`config.mk`:
```
export PLATFORM = sky130hd
export DESIGN_NAME = pwr_ctrl_arbiter
export DESIGN_NICKNAME = d
export VERILOG_FILES = /design/src/rtl/pwr_arb_pkg.sv /design/src/rtl/pwr_src_filter.sv /design/src/rtl/pwr_prio_pick.sv /design/src/rtl/pwr_cycle_timer.sv /design/src/rtl/pwr_state_ctl.sv /design/src/rtl/pwr_ctrl_arbiter.sv
export SDC_FILE = /design/constraint.sdc
export NUM_CORES = 1
export LEC_CHECK = 0
export CAP_MARGIN = 10
export CORE_MARGIN = 2
export CORE_UTILIZATION = 35
export DETAILED_ROUTE_END_ITERATION = 10
export GPL_ROUTABILITY_DRIVEN = 0
export GPL_TIMING_DRIVEN = 0
export PLACE_DENSITY = 0.64
export SLEW_MARGIN = 10
export SYNTH_ARGS = -nofsm -noshare
export SYNTH_HDL_FRONTEND = slang
export SYNTH_SLANG_ARGS = --single-unit
```
`constraint.sdc`:
```
create_clock -name clk -period 2.25 [get_ports clk]
set_input_delay 0.225 -clock clk [delete_from_list [all_inputs] [get_ports clk]]
set_output_delay 0.225 -clock clk [all_outputs]
set_load 0.01 [all_outputs]
```
`src/rtl/pwr_arb_pkg.sv`:
```
`timescale 1ns/1ps
package pwr_arb_pkg;

  typedef enum logic [1:0] {
    ACT_NONE  = 2'b00,
    ACT_ON    = 2'b01,
    ACT_OFF   = 2'b10,
    ACT_CYCLE = 2'b11
  } pwr_act_e;

  typedef enum logic [1:0] {
    PS_OFF   = 2'b00,
    PS_ON    = 2'b01,
    PS_CYCLE = 2'b10
  } pwr_state_e;

  typedef enum logic [2:0] {
    CAUSE_NONE    = 3'd0,
    CAUSE_BUTTON  = 3'd1,
    CAUSE_WDT     = 3'd2,
    CAUSE_CMD     = 3'd3,
    CAUSE_RETAIN  = 3'd4,
    CAUSE_CHIPSET = 3'd5,
    CAUSE_THERMAL = 3'd6,
    CAUSE_WAKE    = 3'd7
  } pwr_cause_e;

  // Source slots in priority order, slot 0 wins.
  localparam int NUM_SRC  = 7;
  localparam int SRC_IDXW = $clog2(NUM_SRC);
  localparam int SLOT_THERMAL = 0;
  localparam int SLOT_WDT     = 1;
  localparam int SLOT_CMD     = 2;
  localparam int SLOT_BUTTON  = 3;
  localparam int SLOT_CHIPSET = 4;
  localparam int SLOT_WAKE    = 5;
  localparam int SLOT_RETAIN  = 6;

  // Permitted actions per slot: bit0 on, bit1 off, bit2 cycle.
  function automatic logic [2:0] allow_mask(input int slot);
    case (slot)
      SLOT_THERMAL: return 3'b010;
      SLOT_WDT:     return 3'b110;
      SLOT_CMD:     return 3'b111;
      SLOT_BUTTON:  return 3'b011;
      SLOT_CHIPSET: return 3'b011;
      SLOT_WAKE:    return 3'b001;
      SLOT_RETAIN:  return 3'b001;
      default:      return 3'b000;
    endcase
  endfunction

  function automatic pwr_cause_e cause_of(input logic [SRC_IDXW-1:0] slot);
    case (slot)
      3'd0:    return CAUSE_THERMAL;
      3'd1:    return CAUSE_WDT;
      3'd2:    return CAUSE_CMD;
      3'd3:    return CAUSE_BUTTON;
      3'd4:    return CAUSE_CHIPSET;
      3'd5:    return CAUSE_WAKE;
      3'd6:    return CAUSE_RETAIN;
      default: return CAUSE_NONE;
    endcase
  endfunction

endpackage

```
`src/rtl/pwr_src_filter.sv`:
```
`timescale 1ns/1ps
module pwr_src_filter
  import pwr_arb_pkg::*;
#(
  parameter logic [2:0] ALLOW = 3'b111
) (
  input  logic [1:0] act,
  input  logic       st_on,
  input  logic       st_off,
  input  logic       on_block,
  output logic       req_vld,
  output logic [1:0] req_act
);

  // A request survives only if its source may make it and it would change the state.
  always_comb begin
    req_act = act;
    case (act)
      ACT_ON:    req_vld = ALLOW[0] & st_off & ~on_block;
      ACT_OFF:   req_vld = ALLOW[1] & st_on;
      ACT_CYCLE: req_vld = ALLOW[2] & st_on;
      default:   req_vld = 1'b0;
    endcase
  end

endmodule

```
`src/rtl/pwr_prio_pick.sv`:
```
`timescale 1ns/1ps
module pwr_prio_pick #(
  parameter int N    = 7,
  parameter int IDXW = $clog2(N)
) (
  input  logic [N-1:0]      vld,
  input  logic [N-1:0][1:0] acts,
  output logic              any,
  output logic [IDXW-1:0]   idx,
  output logic [1:0]        act
);

  // Walk from the lowest priority up, so the lowest valid slot wins.
  always_comb begin
    any = 1'b0;
    idx = '0;
    act = 2'b00;
    for (int i = N - 1; i >= 0; i--) begin
      if (vld[i]) begin
        any = 1'b1;
        idx = IDXW'(i);
        act = acts[i];
      end
    end
  end

endmodule

```
`src/rtl/pwr_cycle_timer.sv`:
```
`timescale 1ns/1ps
module pwr_cycle_timer #(
  parameter int CNT_W = 16
) (
  input  logic             clk,
  input  logic             rst,
  input  logic             load,
  input  logic [CNT_W-1:0] ticks,
  input  logic             run,
  output logic             done
);

  logic [CNT_W-1:0] cnt;

  always_ff @(posedge clk) begin
    if (rst) begin
      cnt <= '0;
    end else if (load) begin
      cnt <= ticks;
    end else if (run && !done) begin
      cnt <= cnt - CNT_W'(1);
    end
  end

  // A load of zero behaves as one tick.
  assign done = (cnt <= CNT_W'(1));

endmodule

```
`src/rtl/pwr_state_ctl.sv`:
```
`timescale 1ns/1ps
module pwr_state_ctl
  import pwr_arb_pkg::*;
#(
  parameter int IDXW = 3
) (
  input  logic            clk,
  input  logic            rst,
  input  logic            grant_any,
  input  logic [1:0]      grant_act,
  input  logic [IDXW-1:0] grant_slot,
  input  logic            timer_done,
  input  logic            thermal,
  output logic            timer_load,
  output pwr_state_e      state,
  output logic            pwr_en,
  output pwr_cause_e      cause,
  output logic            change_pulse
);

  assign timer_load = (state == PS_ON) && grant_any && (grant_act == ACT_CYCLE);

  always_ff @(posedge clk) begin
    if (rst) begin
      state        <= PS_OFF;
      pwr_en       <= 1'b0;
      cause        <= CAUSE_NONE;
      change_pulse <= 1'b0;
    end else begin
      change_pulse <= 1'b0;
      case (state)
        PS_OFF: begin
          if (grant_any && grant_act == ACT_ON) begin
            state        <= PS_ON;
            pwr_en       <= 1'b1;
            cause        <= cause_of(grant_slot);
            change_pulse <= 1'b1;
          end
        end
        PS_ON: begin
          if (grant_any && grant_act == ACT_OFF) begin
            state        <= PS_OFF;
            pwr_en       <= 1'b0;
            cause        <= cause_of(grant_slot);
            change_pulse <= 1'b1;
          end else if (grant_any && grant_act == ACT_CYCLE) begin
            state        <= PS_CYCLE;
            pwr_en       <= 1'b0;
            cause        <= cause_of(grant_slot);
            change_pulse <= 1'b1;
          end
        end
        PS_CYCLE: begin
          if (timer_done) begin
            if (thermal) begin
              state <= PS_OFF;
              cause <= CAUSE_THERMAL;
            end else begin
              state        <= PS_ON;
              pwr_en       <= 1'b1;
              change_pulse <= 1'b1;
            end
          end
        end
        default: begin
          state  <= PS_OFF;
          pwr_en <= 1'b0;
        end
      endcase
    end
  end

  // while the window is still open, power stays off.
  assert_cycle_hold_R9: assert property (@(posedge clk) disable iff (rst)
    (state == PS_CYCLE && !timer_done) |=> (state == PS_CYCLE && !pwr_en));

  // a window that ends without a thermal trip restores power.
  assert_cycle_exit_R9: assert property (@(posedge clk) disable iff (rst)
    (state == PS_CYCLE && timer_done && !thermal) |=> (state == PS_ON && pwr_en));

endmodule

```
`src/rtl/pwr_ctrl_arbiter.sv`:
```
`timescale 1ns/1ps
module pwr_ctrl_arbiter
  import pwr_arb_pkg::*;
#(
  parameter int CNT_W = 16
) (
  input  logic             clk,
  input  logic             rst,
  input  logic             btn_press,
  input  logic [1:0]       wdt_action,
  input  logic [1:0]       cmd_action,
  input  logic             ac_return,
  input  logic             restore_en,
  input  logic             chipset_sleep,
  input  logic             thermal_trip,
  input  logic             wake_lan,
  input  logic [CNT_W-1:0] off_ticks,
  output logic             pwr_en,
  output logic [1:0]       pwr_state,
  output logic [2:0]       last_cause,
  output logic             change_pulse
);

  pwr_state_e           state;
  pwr_cause_e           cause;
  logic                 st_on, st_off;
  logic                 sleep_q, sleep_rise, sleep_fall;
  logic [NUM_SRC-1:0][1:0] src_act;
  logic [NUM_SRC-1:0][1:0] flt_act;
  logic [NUM_SRC-1:0]   flt_vld;
  logic                 g_any;
  logic [SRC_IDXW-1:0]  g_slot;
  logic [1:0]           g_act;
  logic                 t_load, t_done;

  assign st_on  = (state == PS_ON);
  assign st_off = (state == PS_OFF);

  // Edge detector for the chipset sleep level.
  always_ff @(posedge clk) begin
    if (rst) sleep_q <= 1'b1;
    else     sleep_q <= chipset_sleep;
  end
  assign sleep_rise = chipset_sleep & ~sleep_q;
  assign sleep_fall = ~chipset_sleep & sleep_q;

  // Turn each initiator into an action code.
  always_comb begin
    src_act[SLOT_THERMAL] = thermal_trip ? ACT_OFF : ACT_NONE;
    src_act[SLOT_WDT]     = wdt_action;
    src_act[SLOT_CMD]     = cmd_action;
    src_act[SLOT_BUTTON]  = btn_press ? (st_on ? ACT_OFF : ACT_ON) : ACT_NONE;
    src_act[SLOT_CHIPSET] = sleep_rise ? ACT_OFF : (sleep_fall ? ACT_ON : ACT_NONE);
    src_act[SLOT_WAKE]    = wake_lan ? ACT_ON : ACT_NONE;
    src_act[SLOT_RETAIN]  = (ac_return && restore_en) ? ACT_ON : ACT_NONE;
  end

  for (genvar s = 0; s < NUM_SRC; s++) begin : g_src
    pwr_src_filter #(.ALLOW(allow_mask(s))) u_flt (
      .act      (src_act[s]),
      .st_on    (st_on),
      .st_off   (st_off),
      .on_block (thermal_trip),
      .req_vld  (flt_vld[s]),
      .req_act  (flt_act[s])
    );
  end

  pwr_prio_pick #(.N(NUM_SRC), .IDXW(SRC_IDXW)) u_pick (
    .vld  (flt_vld),
    .acts (flt_act),
    .any  (g_any),
    .idx  (g_slot),
    .act  (g_act)
  );

  pwr_cycle_timer #(.CNT_W(CNT_W)) u_timer (
    .clk   (clk),
    .rst   (rst),
    .load  (t_load),
    .ticks (off_ticks),
    .run   (state == PS_CYCLE),
    .done  (t_done)
  );

  pwr_state_ctl #(.IDXW(SRC_IDXW)) u_ctl (
    .clk          (clk),
    .rst          (rst),
    .grant_any    (g_any),
    .grant_act    (g_act),
    .grant_slot   (g_slot),
    .timer_done   (t_done),
    .thermal      (thermal_trip),
    .timer_load   (t_load),
    .state        (state),
    .pwr_en       (pwr_en),
    .cause        (cause),
    .change_pulse (change_pulse)
  );

  assign pwr_state  = state;
  assign last_cause = cause;

  // a thermal trip leaves power off after the next edge.
  assert_thermal_off_R7: assert property (@(posedge clk) disable iff (rst)
    thermal_trip |=> !pwr_en);

  // the pulse marks exactly the clocks where the enable changed.
  assert_pulse_match_R12: assert property (@(posedge clk) disable iff (rst)
    change_pulse == (pwr_en != $past(pwr_en)));

  // a power-on from state off is never credited to the watchdog or thermal trip.
  assert_no_wdt_on_R3: assert property (@(posedge clk) disable iff (rst)
    ($rose(pwr_en) && $past(state) == PS_OFF) |->
      (cause != CAUSE_WDT && cause != CAUSE_THERMAL));

  // a retention power-on needs AC return with the policy enabled.
  assert_retain_gate_R5: assert property (@(posedge clk) disable iff (rst)
    ($rose(pwr_en) && cause == CAUSE_RETAIN) |-> $past(ac_return && restore_en));

  // wake-on-LAN and retention never turn power off.
  assert_on_only_R8: assert property (@(posedge clk) disable iff (rst)
    $fell(pwr_en) |-> (cause != CAUSE_WAKE && cause != CAUSE_RETAIN));

endmodule

```
# --- Word level (Yosys, flattened, before mapping) ---
# Index checks and enable logic that the tools add are counted.
totals:
  word_cells: 121
  out_inout_bits: 7
  in_bits: 28
  ff_bits: 24
op_classes:
  n_reduce_logical: 17
  n_eq_ne: 28
  add_sub_neg: 1
  muxes: 62
  bitwise: 6
  order_cmp: 1
op_table:
  columns: ["cell", "count"]
  rows:
  - ["two-way mux 3 bit", 12]
  - ["two-way mux 16 bit", 2]
  - ["two-way mux 1 bit", 27]
  - ["two-way mux 2 bit", 13]
  - ["case mux 3 bit (7 select lines)", 1]
  - ["equality test 2 bit, second input constant", 10]
  - ["less-or-equal comparator 16 x 1 -> 1 bit, second input constant", 1]
  - ["subtractor 16 x 1 -> 16 bit, second input constant", 1]
  - ["equality test 2 x 1 -> 1 bit, second input constant", 5]
  - ["equality test 3 bit, second input constant", 3]
  - ["case mux 3 bit (3 select lines)", 1]
  - ["logical AND 1 bit", 7]
  - ["equality test 3 x 2 -> 1 bit, second input constant", 2]
  - ["inequality test 2 bit, second input constant", 3]
  - ["case mux 1 bit (2 select lines)", 3]
  - ["case mux 1 bit (3 select lines)", 2]
  - ["case mux 2 bit (3 select lines)", 1]
  - ["AND reduction 5 bit", 1]
  - ["AND reduction 4 bit", 1]
  - ["OR reduction 2 bit", 2]
  - ["AND 1 bit", 3]
  - ["equality test 3 x 1 -> 1 bit, second input constant", 1]
  - ["logical NOT 3 bit", 1]
  - ["inequality test 3 x 1 -> 1 bit, second input constant", 1]
  - ["8 further kinds", 11]

# --- Logic depth before layout (Yosys ltp) ---
# Gate-level depths: netlist (run 1).
logic_depth:
  depth_word: 16
  depth_mapped: 10
  ltp_nobuf: 8

# --- By module ---
# A second synthesis (run 1) with hierarchy kept.
unflattened:
  hier_cells: 260
  area_unflattened_um2: 2054.5
by_module_without_submodules:
  columns: ["module", "n_inst", "area_each_um2", "seq_area_each_um2", "cells_each"]
  rows:
  - ["pwr_cycle_timer", 1, 1153.6, 320.3, 142]
  - ["pwr_state_ctl", 1, 366.6, 140.1, 45]
  - ["pwr_prio_pick", 1, 186.4, 0.0, 27]
  - ["pwr_src_filter at g_src[3].u_flt ...", 2, 63.8, 0.0, 9]
  - ["pwr_ctrl_arbiter", 1, 85.1, 20.0, 11]
  - ["pwr_src_filter at g_src[5].u_flt ...", 2, 27.5, 0.0, 3]
  - ["pwr_src_filter at g_src[2].u_flt", 1, 35.0, 0.0, 5]
  - ["pwr_src_filter at g_src[0].u_flt", 1, 23.8, 0.0, 3]
  - ["pwr_src_filter at g_src[1].u_flt", 1, 21.3, 0.0, 3]

# --- Worst setup path after synthesis (run 1) ---
# OpenSTA, ideal clock, no wires.
synth_timing:
  path_type: "reg2reg"
  start: "register u_ctl.state[0]"
  end: "register u_timer.cnt[10]"
  t_required_ns: 2.171
  path_buffers: 3
  period_less_slack_ns: 2.284
  slack_ns: -0.034
  path_stages_with_launch: 10
  setup_ns: 0.079
  arrival_ns: 2.205
  cell_sequence: "dfxtp_1 > buf_6 > or3b_1 > a211o_1 > a2111oi_1 > or4_1 > buf_6 > buf_12 > nor2_1 > a211oi_2"
synth_between:
  elab_chain_len: 13
  elab_cells_between_ends: 35
  classes_between: "eq/ne (5); mux (24); bitwise (1); reduce/logical (5)"
synth_lines:
  columns: ["item", "line", "source"]
  rows:
  - ["start, declared", "pwr_state_ctl.sv:15", "output pwr_state_e state,"]
  - ["start signal, assigned", "pwr_state_ctl.sv:25", "state <= PS_OFF;"]
  - ["start signal, assigned", "pwr_state_ctl.sv:34", "state <= PS_ON;"]
  - ["start signal, assigned", "pwr_state_ctl.sv:42", "state <= PS_OFF;"]
  - ["parallel branches: the longest is 13 deep, another holds two-way mux 16 bit", null, null]
  - ["end signal, assigned", "pwr_cycle_timer.sv:19", "cnt <= ticks;"]
  - ["end signal, assigned", "pwr_cycle_timer.sv:21", "cnt <= cnt - CNT_W'(1);"]
  - ["end, declared", "pwr_cycle_timer.sv:13", "logic [CNT_W-1:0] cnt;"]
# Parallel ways; which one is timed is not known.
# A chain may end at the register's enable or synchronous reset.

# --- Worst setup path after layout (run 1) ---
layout_timing:
  start: "register sleep_q"
  end: "register u_timer.cnt[12]"
layout_between:
  elab_chain_len: 13
  elab_cells_between_ends: 23
  classes_between: "eq/ne (3); mux (14); bitwise (3); reduce/logical (3)"
layout_lines:
  columns: ["item", "line", "source"]
  rows:
  - ["start, declared", "pwr_ctrl_arbiter.sv:27", "logic sleep_q, sleep_rise, sleep_fall;"]
  - ["start signal, assigned", "pwr_ctrl_arbiter.sv:42", "else sleep_q <= chipset_sleep;"]
  - ["AND 1 bit or NOT 1 bit (tied branches)", "pwr_ctrl_arbiter.sv:45, pwr_ctrl_arbiter.sv:44", null]
  - ["two-way mux 1 bit or AND 1 bit (tied branches)", "pwr_ctrl_arbiter.sv:53, pwr_ctrl_arbiter.sv:44", null]
  - ["two-way mux 2 bit *", "pwr_ctrl_arbiter.sv:53", "src_act[SLOT_CHIPSET] = sleep_rise ? ACT_OFF : (sleep_fall ? ACT_ON : ACT_NONE);"]
  - ["equality test 2 bit or equality test 2 x 1 -> 1 bit (tied branches)", "pwr_src_filter.sv:18", "case (act)"]
  - ["case mux 1 bit (2 select lines)", "pwr_src_filter.sv:18", null]
  - ["two-way mux 2 bit or two-way mux 1 bit (tied branches) (5 in series)", "pwr_prio_pick.sv:19", "if (vld[i]) begin"]
  - ["equality test 2 bit or logical AND 1 bit (tied branches)", "pwr_state_ctl.sv:21", "assign timer_load = (state == PS_ON) && grant_any && (grant_act == ACT_CYCLE);"]
  - ["logical AND 1 bit *", "pwr_state_ctl.sv:21", null]
  - ["two-way mux 16 bit or nonzero test 2 bit (tied branches)", null, null]
# Every way passes the cells marked *; elsewhere a longest branch is shown, timed or not.

==> run summary, run 1 <==
outcome: finished with violations
failing checks: setup timing
Pins Over Slew Limit: 0
Die Y: 72.12 um
synth top area cells: dfxtp_1 30%, nor2_1 6.0%, a21oi_1 4.6%, a211oi_2 3.9%, xnor2_1 3.2%
die span in x: 72.12 um
Max-slew headroom: 0.5793
CTS sink count: 24
worst slew pin tran: 0.6269 ns
Mapped Cells: 202
sequential share of the synthesized area: 0.2958
routed length per instance: 14.77 um
power per standard cell area: 709.2 nW/um2
first-pass GRT wire length: 7.265 mm
Critical Path Fanout Max: 6
Crit Path Category: reg -> reg
Tcrit/Tclk final: 1.046
core area: 4414 um2
Startpoint Class: flip-flop
top-count cell post-synth: nor2_1
Post-Layout Inst Area: 2379 um2
vias in the first global route: 1575
CP Data Arrival Time: 2.49 ns
share of cells above drive strength 1: 0.2540
Setup Total Neg Slack: -1.220 ns
CTS tree: yes
Area growth syn-to-layout: 46.46%
Cells on Worst Hold Path: 2
Root Driver: clkbuf_8
number of distinct library cells after synthesis: 55
Placed Area: 2021 um2
Final Util: 0.5388
ys async rst share: 0
grt ovf: 0
Starting Density: 0.3679
setup violators final: 16
Clock Latency Late Sink: 0.28 ns
initial antenna violation count: 0
Synth Area per Inst: 8.040 um2
f_max: 0.4250 GHz
register bit total from synthesis: 24
r2r startpoint: sleep_q
GRT Resource Usage Total: 0.1753
num ports: 35
Hold Vio Cnt, Final: 0
RSZ-0062 raised after global routing: true
MaxCap Viol Count: 0
Final HPWL DP: 3.058 mm
Synth Flop Type: dfxtp_1
I/O Buffers: 32
class of the worst hold path: in -> reg
Fin Hold WS: 0.3197 ns
Final Skew: 0.009584 ns
Hold EP: u_ctl.cause[2]
# hold bufs at CTS: 0
flop-to-flop setup slack: -0.10 ns
clock-pin slew on the worst setup and hold paths: 0.09 ns
total die area: 5201 um2
DR vias: 1719
Max VDD drop: 0.2770 mV
Synth Cell Area: 1624 um2
vias per cell: 5.655
Row Count: 24
Worst Hold Launch: rst
r2r endpoint: u_timer.cnt[12]
WP data required: 2.39 ns
router iterations before antenna repair: 4
ANT nets after route: 0
# diodes: 0
drt drc: 0
largest net degree at the start of global routing: 14
nets@finish: 285
CTS Buffer Depth: 2
CTS H-tree lvls: 1
R2R cell count: 9
CTS buffer count: 3
initial detailed-routing violation count: 79
min cycle time layout: 2.353 ns
final WL: 4.489 mm
Synth Warn #: 0
largest area contributor in the netlist: dfxtp_1
Commonest cells post-synth: 26 x nor2_1, 24 x dfxtp_1, 15 x a21oi_1
final worst slack: -0.1032 ns
area share of the largest cell type after synthesis: 0.2958
leakage power: 0.8647 nW
Post-synth EDFFs: 0
Syn Nets: 234
CP endpoint kind: flip-flop
==> how the worst max path moves through the flow <==
stage | endpoint | slack [ns] | from
5_1_grt | u_timer.cnt[3] | -0.22 | sleep_q
4_1_cts | u_timer.cnt[9] | -0.18 | sleep_q
3_3_place_gp | u_timer.cnt[0] | -0.71 | chipset_sleep
3_5_place_dp | u_timer.cnt[14] | -0.74 | chipset_sleep
6_report | u_timer.cnt[12] | -0.10 | sleep_q
2_1_floorplan | u_timer.cnt[0] | 0.003 | sleep_q
==> report_power, final <==
part / switching, mW / internal [mW] / leakage, nW
sequential: 0.0484 / 0.491 / 0.197
clock: 0.145 / 0.157 / 0.0288
combinational: 0.421 / 0.425 / 0.639
total: 0.614 / 1.07 / 0.865
==> routing by layer <==
layer | global-route usage | part of all wire | vias to the layer above
li1 | - | - | 855
met2 | 0.3007 | 0.48 | 42
met3 | 0.03194 | 0.042 | 5
met1 | 0.2200 | 0.46 | 817
met5 | 0 | 0 | -
met4 | 0.06080 | 0.013 | 0
==> layout make-up <==
class / instances / area [um2]
multi-input cells: 158 / 1207
well taps: 52 / 65.06
repair buffers: 46 / 440.4
clock buffers: 4 / 55.05
plain buffers: 11 / 92.59
flip-flops and latches: 24 / 484.2
fillers: 412 / 2036
inverters: 9 / 33.78
==> metrics by stage <==
stage | cells | power (mW) | setup slack (ns)
finish | 304 | 1.687 | -0.1032
global route | 304 | 1.792 | -0.2177
global placement | 286 | 1.208 | -0.7110
detailed placement | 286 | 1.212 | -0.7362
CTS | 293 | 1.551 | -0.1839
floorplan | 202 | 0.9930 | 0.003198
==> worst max-delay path, stage by stage (launching register included) <==
cell and delay [ns]:
dfxtp_2 0.36, ha_4 0.20, or3b_4 0.37, o31ai_1 0.22
o21ai_1 0.13, or4_4 0.46, buf_8 0.17, clkbuf_16 0.16
nor2_2 0.09, a211oi_2 0.05
==> flip-flops by register name, indices dropped and copies added, names as in the netlist <==
| signal | count |
|---|---|
| sleep_q | 1 |
| u_ctl.change_pulse | 1 |
| u_ctl.pwr_en | 1 |
| u_timer.cnt | 16 |
| u_ctl.cause | 3 |
| u_ctl.state | 2 |
==> timing repair <==
action / 4_1_cts / 5_1_grt
cloned: 1 / 1
setup buffers: 2 / 10
endpoints found under the setup margin: 21 / 23
pin swaps: 4 / 10
gates resized for setup: 23 / 21
==> logic make-up (layout without fill, tap and decap cells) <==
group,count (synthesis),count (layout),share of synthesized area
buf+inv,20,70,0.07087
fa+ha+maj,4,4,0.03082
flops,24,24,0.2958
mux,1,1,0.006164
simple gates,81,81,0.2581
compound gates,64,64,0.2951
xor+xnor,8,8,0.04315
==> placed cells by master (no fill, tap or decap), types with 2 or more instances in the layout <==
cell,n
xnor2_1,6
or4_1,3
clkdlybuf4s50_1,31
a21o_1,2
o21ai_0,7
a32o_1,2
or2_2,2
ha_1,2
a21oi_2,2
buf_6,3
o21ai_1,3
nand3_1,2
a211oi_1,3
nand3b_1,3
nor2_1,19
ha_4,2
nor2b_1,3
nand2b_1,3
nor4_1,3
nor3_1,7
o21a_1,2
nand2_1,13
o31ai_1,3
nor2_2,5
a21oi_1,13
inv_1,8
o31a_1,2
a2111oi_4,2
nor4_2,3
nor2_4,2
or3b_4,2
a211oi_2,5
dfxtp_2,3
dfxtp_1,21
clkbuf_8,4
clkbuf_1,5
xor2_1,2
buf_4,12
Note: power is estimated with default switching activity, not from simulation.
==> inputs of run 2 (changes only) <==
- GPL_ROUTABILITY_DRIVEN: 0 -> 1
- TNS_END_PERCENT: not set -> 20
==> run summary, run 2 (synthesized netlist as in run 1, its figures left out) <==
Post-Place Cells: 286
ANT nets after route: 0
largest net degree at the start of global routing: 14
Pins Over Slew Limit: 0
R2R cell count: 8
Crit Path Category: reg -> reg
Worst Hold Launch: chipset_sleep
Non-Filler Instances: 299
Critical Path Fanout Max: 6
f_max: 0.4257 GHz
share of cells above drive strength 1: 0.2389
Hold Vio Cnt, Final: 0
num ports: 35
CTS H-tree lvls: 1
routed length per instance: 15.00 um
vias per cell: 5.602
max FFs per register: 16
Startpoint Class: flip-flop
Final Util: 0.5286
Final Skew: 0.009659 ns
Root Driver: clkbuf_8
nets@finish: 280
Starting Density: 0.3679
Clock Latency Late Sink: 0.28 ns
Most flops, register: u_timer.cnt
WP data required: 2.45 ns
class of the worst hold path: in -> reg
Row Count: 24
Final Power: 1.605 mW
total die area: 5201 um2
power per standard cell area: 687.9 nW/um2
outcome: finished with violations
CTS tree: yes
die span in x: 72.12 um
worst slew pin tran: 0.6821 ns
# diodes: 0
leakage power: 0.8454 nW
core area: 4414 um2
r2r endpoint: u_timer.cnt[3]
slowest stage delay, CP: 0.46 ns
final worst slack: -0.09916 ns
Critical-path top delay cell: or4_4
clock-pin slew on the worst setup and hold paths: 0.09 ns
CTS sink count: 24
router iterations before antenna repair: 4
failing checks: setup timing
CTS buffer count: 3
Max-slew headroom: 0.5453
I/O Buffers: 32
Cells on Worst Hold Path: 2
MaxCap Viol Count: 0
CP Data Arrival Time: 2.55 ns
commonest non-fill, non-tap cells in the layout: 31 x clkdlybuf4s50_1, 21 x dfxtp_1, 20 x nor2_1, 13 x nand2_1, 13 x a21oi_1
commonest non-fill, non-tap cell in the layout: clkdlybuf4s50_1
CP endpoint kind: flip-flop
Placed Area: 2021 um2
GRT Resource Usage Total: 0.1745
setup violators final: 16
Final HPWL DP: 3.058 mm
first-pass GRT wire length: 7.224 mm
Tcrit/Tclk final: 1.044
biggest regs: u_timer.cnt (16), u_ctl.cause (3), u_ctl.state (2)
final WL: 4.486 mm
min cycle time layout: 2.349 ns
initial detailed-routing violation count: 61
DR vias: 1675
initial antenna violation count: 0
grt ovf: 0
Die Y: 72.12 um
CP Cell Sequence: ha_4 > or3b_4 > o31ai_1 > o21ai_1 > or4_4 > buf_8 > clkbuf_16 > a311oi_2
RSZ-0062 raised after global routing: true
vias in the first global route: 1572
flop-to-flop setup slack: -0.1 ns
GPL Wtd Cong: 0.7932
Area growth syn-to-layout: 43.68%
drt drc: 0
Post-Layout Inst Area: 2333 um2
post-place setup slack: -0.7362 ns
r2r startpoint: sleep_q
crit path launch: sleep_q
Hold EP: sleep_q
CTS Buffer Depth: 2
Max VDD drop: 0.2750 mV
## run 2: what timing repair did
item,4_1_cts,5_1_grt
gates resized for setup,18,25
hold buffers,0,0
setup buffers,1,7
pin swaps,3,14
endpoints found under the setup margin,21,23
cloned,1,1
## run 2: worst max-delay path by stage
stage                            endpoint  slack [ns]  cells past startpoint
after global placement     u_timer.cnt[0]       -0.71                     11
after global routing      u_timer.cnt[14]       -0.18                      6
after detailed placement  u_timer.cnt[14]       -0.74                      9
final                      u_timer.cnt[3]        -0.1                      8
after CTS                  u_timer.cnt[9]       -0.20                      8
after floorplan            u_timer.cnt[0]       0.003                      9
## run 2: layer usage
layer / share of wire / track usage / wire (um) / vias up
li1: - / - / - / 846
met1: 0.46 / 0.2192 / 2070 / 784
met2: 0.48 / 0.2987 / 2165 / 38
met3: 0.040 / 0.03194 / 180 / 7
met4: 0.015 / 0.06080 / 69 / 0
met5: 0 / 0 / 0 / -
## run 2: per-stage QoR
step / setup TNS (ns) / hold slack [ns]
after floorplan: 0 / 0.3316
after detailed placement: -13.55 / 0.4816
after global routing: -2.290 / 0.3301
after global placement: -12.87 / 0.4835
final: -0.8459 / 0.3094
after CTS: -3.074 / 0.3222
## run 2: power breakdown
group	switching, mW	internal, mW	leakage (nW)
logic	0.390	0.360	0.620
clock network	0.146	0.157	0.0288
registers	0.0613	0.490	0.197
total	0.598	1.01	0.845
## run 2: cell type report
type                    count  area (um2)
plain buffers              10       81.33
multi-input cells         158        1202
well taps                  52       65.06
repair buffers             42       409.1
inverters                   9       33.78
fillers                   423        2081
flip-flops and latches     24       486.7
clock buffers               4       55.05
## run 2: critical path: cells and delay by family (launching register included)
family                   cells  cell delay (ns)
AO/OA/AOI/OAI                3             0.53
adder cells (fa/ha/maj)      1             0.23
buffers and inverters        2             0.32
flip-flops                   1             0.34
AND/OR/NAND/NOR              2             0.84
==> inputs of run 3 (changes only) <==
- SLEW_MARGIN: 10 -> 20
- TNS_END_PERCENT: 20 -> not set
==> results of run 3 <==
The final DEF is identical to that of run 1; final timing and power are the same.
